[config.mk]
export PLATFORM = sky130hd
export DESIGN_NAME = busgrant_sequencer
export DESIGN_NICKNAME = d
export VERILOG_FILES = /design/src/rtl/bsq_pkg.sv /design/src/rtl/bsq_fsm.sv /design/src/rtl/bsq_drv_en.sv /design/src/rtl/busgrant_sequencer.sv
export SDC_FILE = /design/constraint.sdc
export NUM_CORES = 1
export LEC_CHECK = 0
export ABC_AREA = 1
export CAP_MARGIN = 20
export CORE_AREA = 3 3 40 42
export DETAILED_ROUTE_END_ITERATION = 10
export DIE_AREA = 0 0 43 45
export DONT_BUFFER_PORTS = 1
export GPL_ROUTABILITY_DRIVEN = 0
export PLACE_DENSITY = 0.44
export SLEW_MARGIN = 10
export SYNTH_ARGS = -nofsm -noshare
export SYNTH_HDL_FRONTEND = slang
export SYNTH_SLANG_ARGS = --single-unit
[constraint.sdc]
create_clock -name clk -period 1.2 [get_ports clk]
set_clock_uncertainty 0.2 [all_clocks]
set_input_delay 0.12 -clock clk [delete_from_list [all_inputs] [get_ports clk]]
set_output_delay 0.12 -clock clk [all_outputs]
set_load 0.005 [all_outputs]
[src/rtl/bsq_pkg.sv]
package bsq_pkg;

    localparam int STATE_W = 3;

    typedef enum logic [STATE_W-1:0] {
        ST_FETCH_A = 3'd0,
        ST_FETCH_B = 3'd1,
        ST_FETCH_C = 3'd2,
        ST_DECODE  = 3'd3,
        ST_EXEC    = 3'd4
    } bsq_state_e;

    typedef struct packed {
        bsq_state_e state;
        logic       grant;
    } bsq_regs_t;

endpackage

[src/rtl/bsq_fsm.sv]
module bsq_fsm
    import bsq_pkg::*;
(
    input  logic       clk,
    input  logic       rst_n,
    input  logic       bus_req_i,
    input  logic       exec_done_i,
    output bsq_state_e state_o,
    output logic       grant_o,
    output logic       fetch_uop_o
);

    bsq_regs_t regs_d, regs_q;

    always_comb begin
        regs_d      = regs_q;
        fetch_uop_o = 1'b0;
        unique case (regs_q.state)
            ST_FETCH_A: begin
                // bus request is only honoured here
                regs_d.grant = bus_req_i;
                if (!bus_req_i) begin
                    fetch_uop_o  = 1'b1;
                    regs_d.state = ST_FETCH_B;
                end
            end
            ST_FETCH_B: regs_d.state = ST_FETCH_C;
            ST_FETCH_C: regs_d.state = ST_DECODE;
            ST_DECODE:  regs_d.state = ST_EXEC;
            ST_EXEC: begin
                if (exec_done_i) begin
                    regs_d.state = ST_FETCH_A;
                end
            end
            default: begin
                regs_d.state = ST_FETCH_A;
                regs_d.grant = 1'b0;
            end
        endcase
    end

    always_ff @(posedge clk) begin
        if (!rst_n) begin
            regs_q.state <= ST_FETCH_A;
            regs_q.grant <= 1'b0;
        end else begin
            regs_q <= regs_d;
        end
    end

    assign state_o = regs_q.state;
    assign grant_o = regs_q.grant;

endmodule

[src/rtl/bsq_drv_en.sv]
module bsq_drv_en #(
    parameter int ADDR_W = 16,
    parameter int CTRL_W = 4
) (
    input  logic              grant_i,
    input  logic              mem_wr_i,
    output logic [ADDR_W-1:0] addr_oe_o,
    output logic [CTRL_W-1:0] ctrl_oe_o,
    output logic              data_oe_o
);

    logic drive_ok;

    assign drive_ok = ~grant_i;

    for (genvar a = 0; a < ADDR_W; a++) begin : g_addr_line
        assign addr_oe_o[a] = drive_ok;
    end

    for (genvar c = 0; c < CTRL_W; c++) begin : g_ctrl_line
        assign ctrl_oe_o[c] = drive_ok;
    end

    assign data_oe_o = drive_ok & mem_wr_i;

endmodule

[src/rtl/busgrant_sequencer.sv]
module busgrant_sequencer
    import bsq_pkg::*;
#(
    parameter int ADDR_W = 16,
    parameter int CTRL_W = 4
) (
    input  logic                clk,
    input  logic                rst_n,
    input  logic                bus_req_i,
    input  logic                exec_done_i,
    input  logic                mem_wr_i,
    output logic                bus_grant_o,
    output logic [STATE_W-1:0]  state_o,
    output logic                fetch_uop_o,
    output logic [ADDR_W-1:0]   addr_oe_o,
    output logic [CTRL_W-1:0]   ctrl_oe_o,
    output logic                data_oe_o
);

    bsq_state_e state;
    logic       grant;

    bsq_fsm i_fsm (
        .clk         (clk),
        .rst_n       (rst_n),
        .bus_req_i   (bus_req_i),
        .exec_done_i (exec_done_i),
        .state_o     (state),
        .grant_o     (grant),
        .fetch_uop_o (fetch_uop_o)
    );

    bsq_drv_en #(
        .ADDR_W (ADDR_W),
        .CTRL_W (CTRL_W)
    ) i_drv_en (
        .grant_i   (grant),
        .mem_wr_i  (mem_wr_i),
        .addr_oe_o (addr_oe_o),
        .ctrl_oe_o (ctrl_oe_o),
        .data_oe_o (data_oe_o)
    );

    assign state_o     = state;
    assign bus_grant_o = grant;

endmodule

==> results of run 1 <==
## what timing repair did
| action | 4_1_cts | 5_1_grt |
|---|---|---|
| pin swaps | 1 | 1 |
| hold buffers | 3 | 0 |
| endpoints found under the setup margin | 21 | 5 |
| resized for setup | 4 | 4 |
| cloned | 0 | 0 |
| endpoints found under the hold margin | 4 | 0 |
## flip-flops by register name (all words and copies together), names as in the netlist
name / flops
i_fsm.state_o: 3
i_fsm.grant_o: 1
## final cells by class
type	count	area (um2)	area share [%]
flip-flops and latches	4	85.08	28.94
inverters	4	15.01	5.106
well taps	15	18.77	6.383
clock buffers	3	22.52	7.660
repair buffers	5	57.56	19.57
multi-input cells	16	95.09	32.34
## cells in the mapped netlist, drive strengths merged
master  instances  share of area [%]
o21ai           1                1.5
nor3            1                1.5
nand2           6                7.0
o22ai           1                1.9
nand3           1                1.5
a21oi           1                1.5
nor4            1                1.9
nor2            2                2.3
buf            20                 47
nor3b           1                2.3
nand3b          1                2.3
dfxtp           4                 25
inv             4                4.6
## critical path, delay by kind of cell, from the launching register on
kind                   cells  cell delay [ps]
flip-flops                 1              330
buffers and inverters      2              270
## report_power, final
group	switching (W)	leakage (nW)	internal [W]
Sequential	0.0000295	0.0344	0.000153
Combinational	0.0000658	0.0754	0.0000488
Clock	0.0000547	0.0138	0.000112
## how the worst max path moves through the flow
stage,to,slack (ps)
floorplan,addr_oe_o[0],60
global placement,i_fsm.state_o[0],70
detailed placement,i_fsm.grant_o,100
CTS,fetch_uop_o,4
global route,addr_oe_o[13],1
finish,addr_oe_o[2],40
## layout by cell type, fill, tap and decap left out, drive strengths merged
cell type / Yosys / final
buf: 20 / 2
a21oi: 1 / 1
nand2: 6 / 6
inv: 4 / 4
nand3b: 1 / 1
nor2: 2 / 2
dlygate4sd3: 0 / 3
dfxtp: 4 / 4
nor3: 1 / 1
nor4: 1 / 1
nor3b: 1 / 1
nand3: 1 / 1
clkbuf: 0 / 3
o21ai: 1 / 1
o22ai: 1 / 1
## cell families after synthesis
family          Yosys count  synth area share (%)
compound gates            3                 5.037
buf+inv                  24                 51.16
simple gates             13                 18.99
flops                     4                 24.81
## through the flow
| stage | area [um2] | power (W) | cells | util (%) | setup WS (ps) |
|---|---|---|---|---|---|
| 2_1_floorplan | 322.8 | 0.0003421 | 44 | - | 56.16 |
| 3_3_place_gp | 219.0 | 0.0002750 | 41 | 17.04 | 66.96 |
| 3_5_place_dp | 219.0 | 0.0002734 | 41 | 17.04 | 98.98 |
| 4_1_cts | 289.0 | 0.0004698 | 47 | 22.49 | 3.751 |
| 5_1_grt | 294.0 | 0.0005008 | 47 | 22.88 | 1.469 |
| 6_report | 294.0 | 0.0004632 | 47 | 22.88 | 41.68 |
## metal layers
metal  global-route usage (%)  wire length [um]
met4                    9.036                 0
met3                    1.992                74
met2                    10.48               281
met1                    4.337               177
met5                        0                 0
==> metrics.yaml, run 1 <==
outcome:
  status: "complete, no violations"
floorplan:
  die_area_um2: 1935
  pin_count: 31
  core_um2: 1285
  start_util_pct: 25.12
  fp-row-count: 13
  die_w_um: 43
  die_h_um: 45
clock_network:
  insertion_delay_ps: 230
  clock_sinks: 4
  cts_buffers: 3
  clk_pin_slew_ps: 40
  root_buffer: "clkbuf_4"
  cts-htree-levels: 1
  post-cts-setup-buffer-count: 0
  clock_path_buffers: 2
  cts_tree: "done"
detailed_routing:
  ant_nets: 0
  drt-pass1-iter-count: 1
  detail_route.wl_per_cell_um: 11.36
  drc: 0
  vias_per_cell: 4.213
  wirelength_um: 534
  num_vias: 198
  drt_iter0_drc: 0
synthesis:
  netlist_instances: 44
  synth_fp_nets: 49
  avgSynthCellArea_um2: 7.337
  synthesis.area_um2: 322.8
  ys_warn_count: 0
  ys_types: 13
  ys_seq_elements: 4
  yosysSeqAreaShare_pct: 24.81
critical_path:
  cp_slowest_stage_delay_ps: 330
  reg2reg_to: "i_fsm.grant_o"
  required_ps: 880
  startpoint: "i_fsm.grant_o"
  cp.arrival_ps: 840
  cp_slowest_cell: "dfxtp_2"
  worstSetupPathType: "reg2out"
  crit-reg2reg-launch: "i_fsm.state_o[2]"
  r2r_cells: 5
  crit_chain: "inv_1, buf_12"
  startpoint_type: "flip-flop"
  path_max_fanout: 20
  end_kind: "primary output"
  r2r_slack_ps: 140
sta:
  period_share_pct: 96.53
  hold_ws_ps: 61.76
  slew_viol_final: 0
  setup_viol: 0
  max_freq_mhz: 863.3
  fin_crit_ps: 1158
  final_hold_viol_count: 0
  tightest_slew_ps: 205.4
  slew_headroom_pct: 86.20
  fin_setup_tns_ps: 0
  rsz0062_at_grt: "false"
pwr:
  leakagePower_nw: 0.1236
  ir_drop_uv: 380.1
  cellPowerDensity_nw_per_um2: 1575
grt:
  grt-ovfl-total: 0
  grt_pass1_wl_um: 772
  grt_max_degree: 21
  grt_pass1_vias: 200
  grt_usage_pct: 6.078
  antenna_found_initial: 0
place:
  dp_hpwl_um: 362.7
  port_buffers: 0
run:
  cap_violations: 0
min_path:
  hold-path-endpoint: "fetch_uop_o"
  hold_depth: 1
  hold_path_class: "in2out"
  hp-start: "bus_req_i"
cells_and_area:
  fill_cells: 145
  syn_to_final_growth_pct: -8.915
  nets: 39
  drive_gt1_share_pct: 34.38
  diodes: 0
Power figures use the tool's default switching activity.
==> inputs of run 2 (changes only) <==
--- a/config.mk
+++ b/config.mk
@@ -7,13 +7,15 @@
 export LEC_CHECK = 0
 export ABC_AREA = 1
 export CAP_MARGIN = 20
-export CORE_AREA = 3 3 40 42
+export CELL_PAD_IN_SITES_DETAIL_PLACEMENT = 1
+export CELL_PAD_IN_SITES_GLOBAL_PLACEMENT = 2
+export CORE_AREA = 3 3 41 43
 export DETAILED_ROUTE_END_ITERATION = 10
-export DIE_AREA = 0 0 43 45
+export DIE_AREA = 0 0 44 46
 export DONT_BUFFER_PORTS = 1
 export GPL_ROUTABILITY_DRIVEN = 0
-export PLACE_DENSITY = 0.44
-export SLEW_MARGIN = 10
+export PLACE_DENSITY = 0.72
+export SLEW_MARGIN = 15
 export SYNTH_ARGS = -nofsm -noshare
 export SYNTH_HDL_FRONTEND = slang
 export SYNTH_SLANG_ARGS = --single-unit
==> run 2 against run 1 <==
Against the previous run: combinational power up 6%; sequential power down 2%; cell area down 0.85%; wire length up 6.0%; fmax down 0.97%.
==> metrics.yaml, run 2 (synthesis results as in run 1) <==
sta:
  slew_headroom_pct: 83.41
  final_hold_viol_count: 0
  slew_viol_final: 0
  max_freq_mhz: 854.9
  rsz0062_at_grt: "true"
  period_share_pct: 97.47
  setup_slack_ps: 30.34
  setup_viol: 0
  tightest_slew_ps: 246.3
  fin_crit_ps: 1170
clock_network:
  clock_path_buffers: 2
  cts_buffers: 3
  insertion_delay_ps: 230
  root_buffer: "clkbuf_4"
  clk_pin_slew_ps: 30
  cts_tree: "done"
  post-cts-setup-buffer-count: 0
  cts-htree-levels: 1
  clock_sinks: 4
place:
  dp_hpwl_um: 425.7
  place_inst: 41
  port_buffers: 0
  pre_cts_slack_ps: 78.75
grt:
  grt_max_degree: 21
  grt-ovfl-total: 0
  antenna_found_initial: 0
  grt_pass1_wl_um: 945
  grt_usage_pct: 6.829
  grt_pass1_vias: 208
cells_and_area:
  layout_commonest_cell: "nand2_1"
  diodes: 0
  ff_latch_area_um2: 85.08
  largest_reg_flops: 3
  multi_input_area_um2: 92.59
  nets: 39
  most-common-layout-cells: "nand2_1 (6), dfxtp_2 (4), inv_1 (3), clkbuf_4 (3), dlygate4sd3_1 (3)"
  fill_cells: 166
  fin_cells: 47
  syn_to_final_growth_pct: -9.690
  drive_gt1_share_pct: 34.38
floorplan:
  die_w_um: 44
  die_area_um2: 2024
  die_h_um: 46
  fp-row-count: 13
  start_util_pct: 24.20
  core_um2: 1334
  pin_count: 31
detailed_routing:
  vias_per_cell: 4.170
  ant_nets: 0
  drt_iter0_drc: 3
  drc: 0
  wirelength_um: 566
  drt-pass1-iter-count: 2
  detail_route.wl_per_cell_um: 12.04
  num_vias: 196
critical_path:
  end_kind: "primary output"
  required_ps: 880
  cp.arrival_ps: 850
  startpoint_type: "flip-flop"
  cpLargestDelayFamily: "flip-flops"
  crit_chain: "nor4_4"
  cp_slowest_stage_delay_ps: 340
  worst-path-buf-inv: 0
  path_max_fanout: 4
  worstSetupPathType: "reg2out"
  cp_slowest_cell: "dfxtp_2"
run:
  cap_violations: 0
pwr:
  leakagePower_nw: 0.1225
  cellPowerDensity_nw_per_um2: 1589
  ir_drop_uv: 675.7
outcome:
  status: "complete, no violations"
min_path:
  hold_path_class: "in2out"
-- run 2: worst paths after layout --
check	startpoint	endpoint	slack (ps)	depth (start not counted)
worst min register to register	i_fsm.grant_o	i_fsm.grant_o	290	2
worst max register to register	i_fsm.state_o[1]	i_fsm.grant_o	100	4
worst max-delay path	i_fsm.state_o[0]	fetch_uop_o	30	1
worst min-delay path	bus_req_i	fetch_uop_o	60	1
-- run 2: per-stage QoR --
step	power (W)	cell area [um2]	setup TNS (ps)	hold slack, ps	utilization (%)
floorplan	0.0003421	322.8	0	70.29	-
global placement	0.0002806	219.0	0	75.86	16.42
detailed placement	0.0002816	219.0	0	75.84	16.42
CTS	0.0004652	279.0	0	67.01	20.92
global route	0.0005112	291.5	-29.16	67.82	21.86
finish	0.0004633	291.5	0	64.56	21.86
-- run 2: cell type report --
cell class / instances / area share (%)
multi-input combinational: 16 / 31.76
sequential: 4 / 29.18
timing repair buffer: 5 / 19.74
clock buffer: 3 / 7.725
tap: 15 / 6.438
inverter: 4 / 5.150
-- run 2: what timing repair did --
item | CTS | global route
cloned | 0 | 0
endpoints found under the setup margin | 21 | 23
resized for setup | 2 | 5
hold buffers | 3 | 0
pin swaps | 1 | 1
hold endpoints to repair | 4 | 0
-- run 2: power breakdown --
| part | internal (W) | switching, W | total [W] | leakage [nW] |
|---|---|---|---|---|
| clock network | 0.000112 | 0.0000511 | 0.000163 | 0.0138 |
| logic | 0.0000525 | 0.0000700 | 0.000122 | 0.0744 |
| registers | 0.000153 | 0.0000256 | 0.000178 | 0.0344 |
-- run 2: metal layers --
metal	share of wire, %	vias to the layer above	routed length [um]	track usage, %
met1	38	91	217	6.713
met3	8.1	2	46	3.162
li1	-	97	-	-
met2	50	6	284	11.05
met5	0	-	0	0
met4	3.4	0	19	5.422
==> inputs of run 3 (changes only) <==
==> constraint.sdc (replaced) <==
create_clock -name clk -period 1.1 [get_ports clk]
set_clock_uncertainty 0.2 [all_clocks]
set_input_delay 0.22 -clock clk [delete_from_list [all_inputs] [get_ports clk]]
set_output_delay 0.22 -clock clk [all_outputs]
set_load 0.005 [all_outputs]
==> run 3 against run 2 <==
Against the previous run: the run now ends with hold timing, setup timing left; combinational power increased by 77%; sequential share of layout area decreased by 4.7 points; final cell count increased by 13%; critical path depth increased by 1; sequential power increased by 12%; clock-buffer cell count increased by 1; die area unchanged; non-clock buffer count increased by 5; critical path type unchanged; largest power group is now combinational logic.
==> metrics.yaml, run 3 (synthesis results as in run 1) <==
sta:
  setup_slack_ps: -202.0
  final_hold_viol_count: 1
  slew_viol_final: 0
  period_share_pct: 118.4
  rsz0062_at_grt: "true"
  setup_viol: 28
  hold_ws_ps: -6.637
  slew_headroom_pct: 82.83
  tightest_slew_ps: 255.8
  fin_crit_ps: 1302
  max_freq_mhz: 768.1
floorplan:
  start_util_pct: 24.20
  die_w_um: 44
  die_area_um2: 2024
  pin_count: 31
  fp-row-count: 13
  die_h_um: 46
  core_um2: 1334
pwr:
  cellPowerDensity_nw_per_um2: 1614
  leakagePower_nw: 0.1618
  ir_drop_uv: 711.1
  total_power_w: 0.0006279
clock_network:
  cts_tree: "done"
  cts_buffers: 3
  clock_sinks: 4
  insertion_delay_ps: 250
  clock_path_buffers: 2
  clk_pin_slew_ps: 50
  cts-htree-levels: 1
  root_buffer: "clkbuf_4"
cells_and_area:
  nets: 44
  drive_gt1_share_pct: 60.53
  largest_reg_flops: 3
  fin_area_um2: 389.1
  fin_cells: 53
  most-common-layout-cells: "nand2_1 (6), buf_6 (5), dfxtp_4 (4)"
  diodes: 0
  layout_commonest_cell: "nand2_1"
  syn_to_final_growth_pct: 20.54
  final_util_pct: 29.17
outcome:
  violations: "hold timing, setup timing"
  status: "finished with violations"
critical_path:
  required_ps: 680
  cp_slowest_stage_delay_ps: 370
  worstSetupPathType: "reg2out"
  r2r_cells: 5
  worst-path-buf-inv: 2
  startpoint_type: "flip-flop"
  reg2reg_to: "i_fsm.state_o[0]"
  end_kind: "primary output"
  cp_slowest_cell: "dfxtp_4"
  cp.arrival_ps: 880
  path_max_fanout: 20
  crit_chain: "clkinvlp_4, buf_12"
  crit-reg2reg-launch: "i_fsm.state_o[1]"
  cpLargestDelayFamily: "flip-flops"
  r2r_slack_ps: -70
place:
  dpl_cell_area_um2: 249.0
  dp_hpwl_um: 445.6
  place_inst: 44
  port_buffers: 0
run:
  cap_violations: 0
min_path:
  hp-start: "exec_done_i"
  hold_depth: 2
  hold_path_class: "in2reg"
  hold-path-endpoint: "i_fsm.state_o[2]"
grt:
  grt_pass1_vias: 240
  grt_pass1_wl_mm: 1.097
  grt_usage_pct: 7.980
  antenna_found_initial: 0
  grt-ovfl-total: 0
  grt_max_degree: 21
detailed_routing:
  vias_per_cell: 4.151
  detail_route.wl_per_cell_um: 14.68
  ant_nets: 0
  num_vias: 220
  wirelength_um: 778
  drt-pass1-iter-count: 1
  drc: 0
  drt_iter0_drc: 0
-- run 3: routing by layer --
layer | GRT usage (%) | vias up | wire, um
met5 | 0 | - | 0
met4 | 5.422 | 0 | 18
met3 | 4.348 | 3 | 77
met2 | 13.37 | 7 | 438
met1 | 7.442 | 103 | 243
li1 | - | 107 | -
-- run 3: cell type report --
cell class / count / area [um2]
clock buffer: 4 / 26.28
tap: 15 / 18.77
sequential: 4 / 95.09
multi-input combinational: 16 / 118.9
timing repair buffer: 10 / 111.4
fill: 157 / 944.7
inverter: 4 / 18.77
-- run 3: timing repair --
action / 4_1_cts / 5_1_grt
pin swaps: 1 / 3
endpoints found under the hold margin: 4 / 0
gates resized for setup: 10 / 11
endpoints found under the setup margin: 27 / 28
hold buffers: 2 / 0
buffers inserted: 0 / 3
cloned: 0 / 0
-- run 3: report_power, final --
| group | switching (W) | leakage, nW | total, W | internal [W] |
|---|---|---|---|---|
| clock | 0.0000760 | 0.0150 | 0.000213 | 0.000137 |
| sequential | 0.0000339 | 0.0356 | 0.000199 | 0.000165 |
| combinational | 0.000106 | 0.111 | 0.000216 | 0.000110 |
| total | 0.000215 | 0.162 | 0.000628 | 0.000413 |
-- run 3: per-stage QoR --
stage               TNS (ps)  worst slack [ps]
detailed placement    -37.94            -27.19
finish                 -4649            -202.0
floorplan              -2104            -106.2
global route           -6018            -253.8
global placement      -25.02            -25.02
CTS                    -4523            -207.7
-- run 3: how the worst max path moves through the flow --
stage / start / end / slack, ps / cells past startpoint
final: i_fsm.grant_o / addr_oe_o[10] / -200 / 2
after global routing: i_fsm.grant_o / addr_oe_o[10] / -250 / 2
after CTS: i_fsm.grant_o / addr_oe_o[10] / -210 / 2
after detailed placement: i_fsm.state_o[0] / i_fsm.grant_o / -30 / 4
after global placement: i_fsm.state_o[1] / i_fsm.grant_o / -30 / 4
after floorplan: i_fsm.grant_o / addr_oe_o[0] / -110 / 2
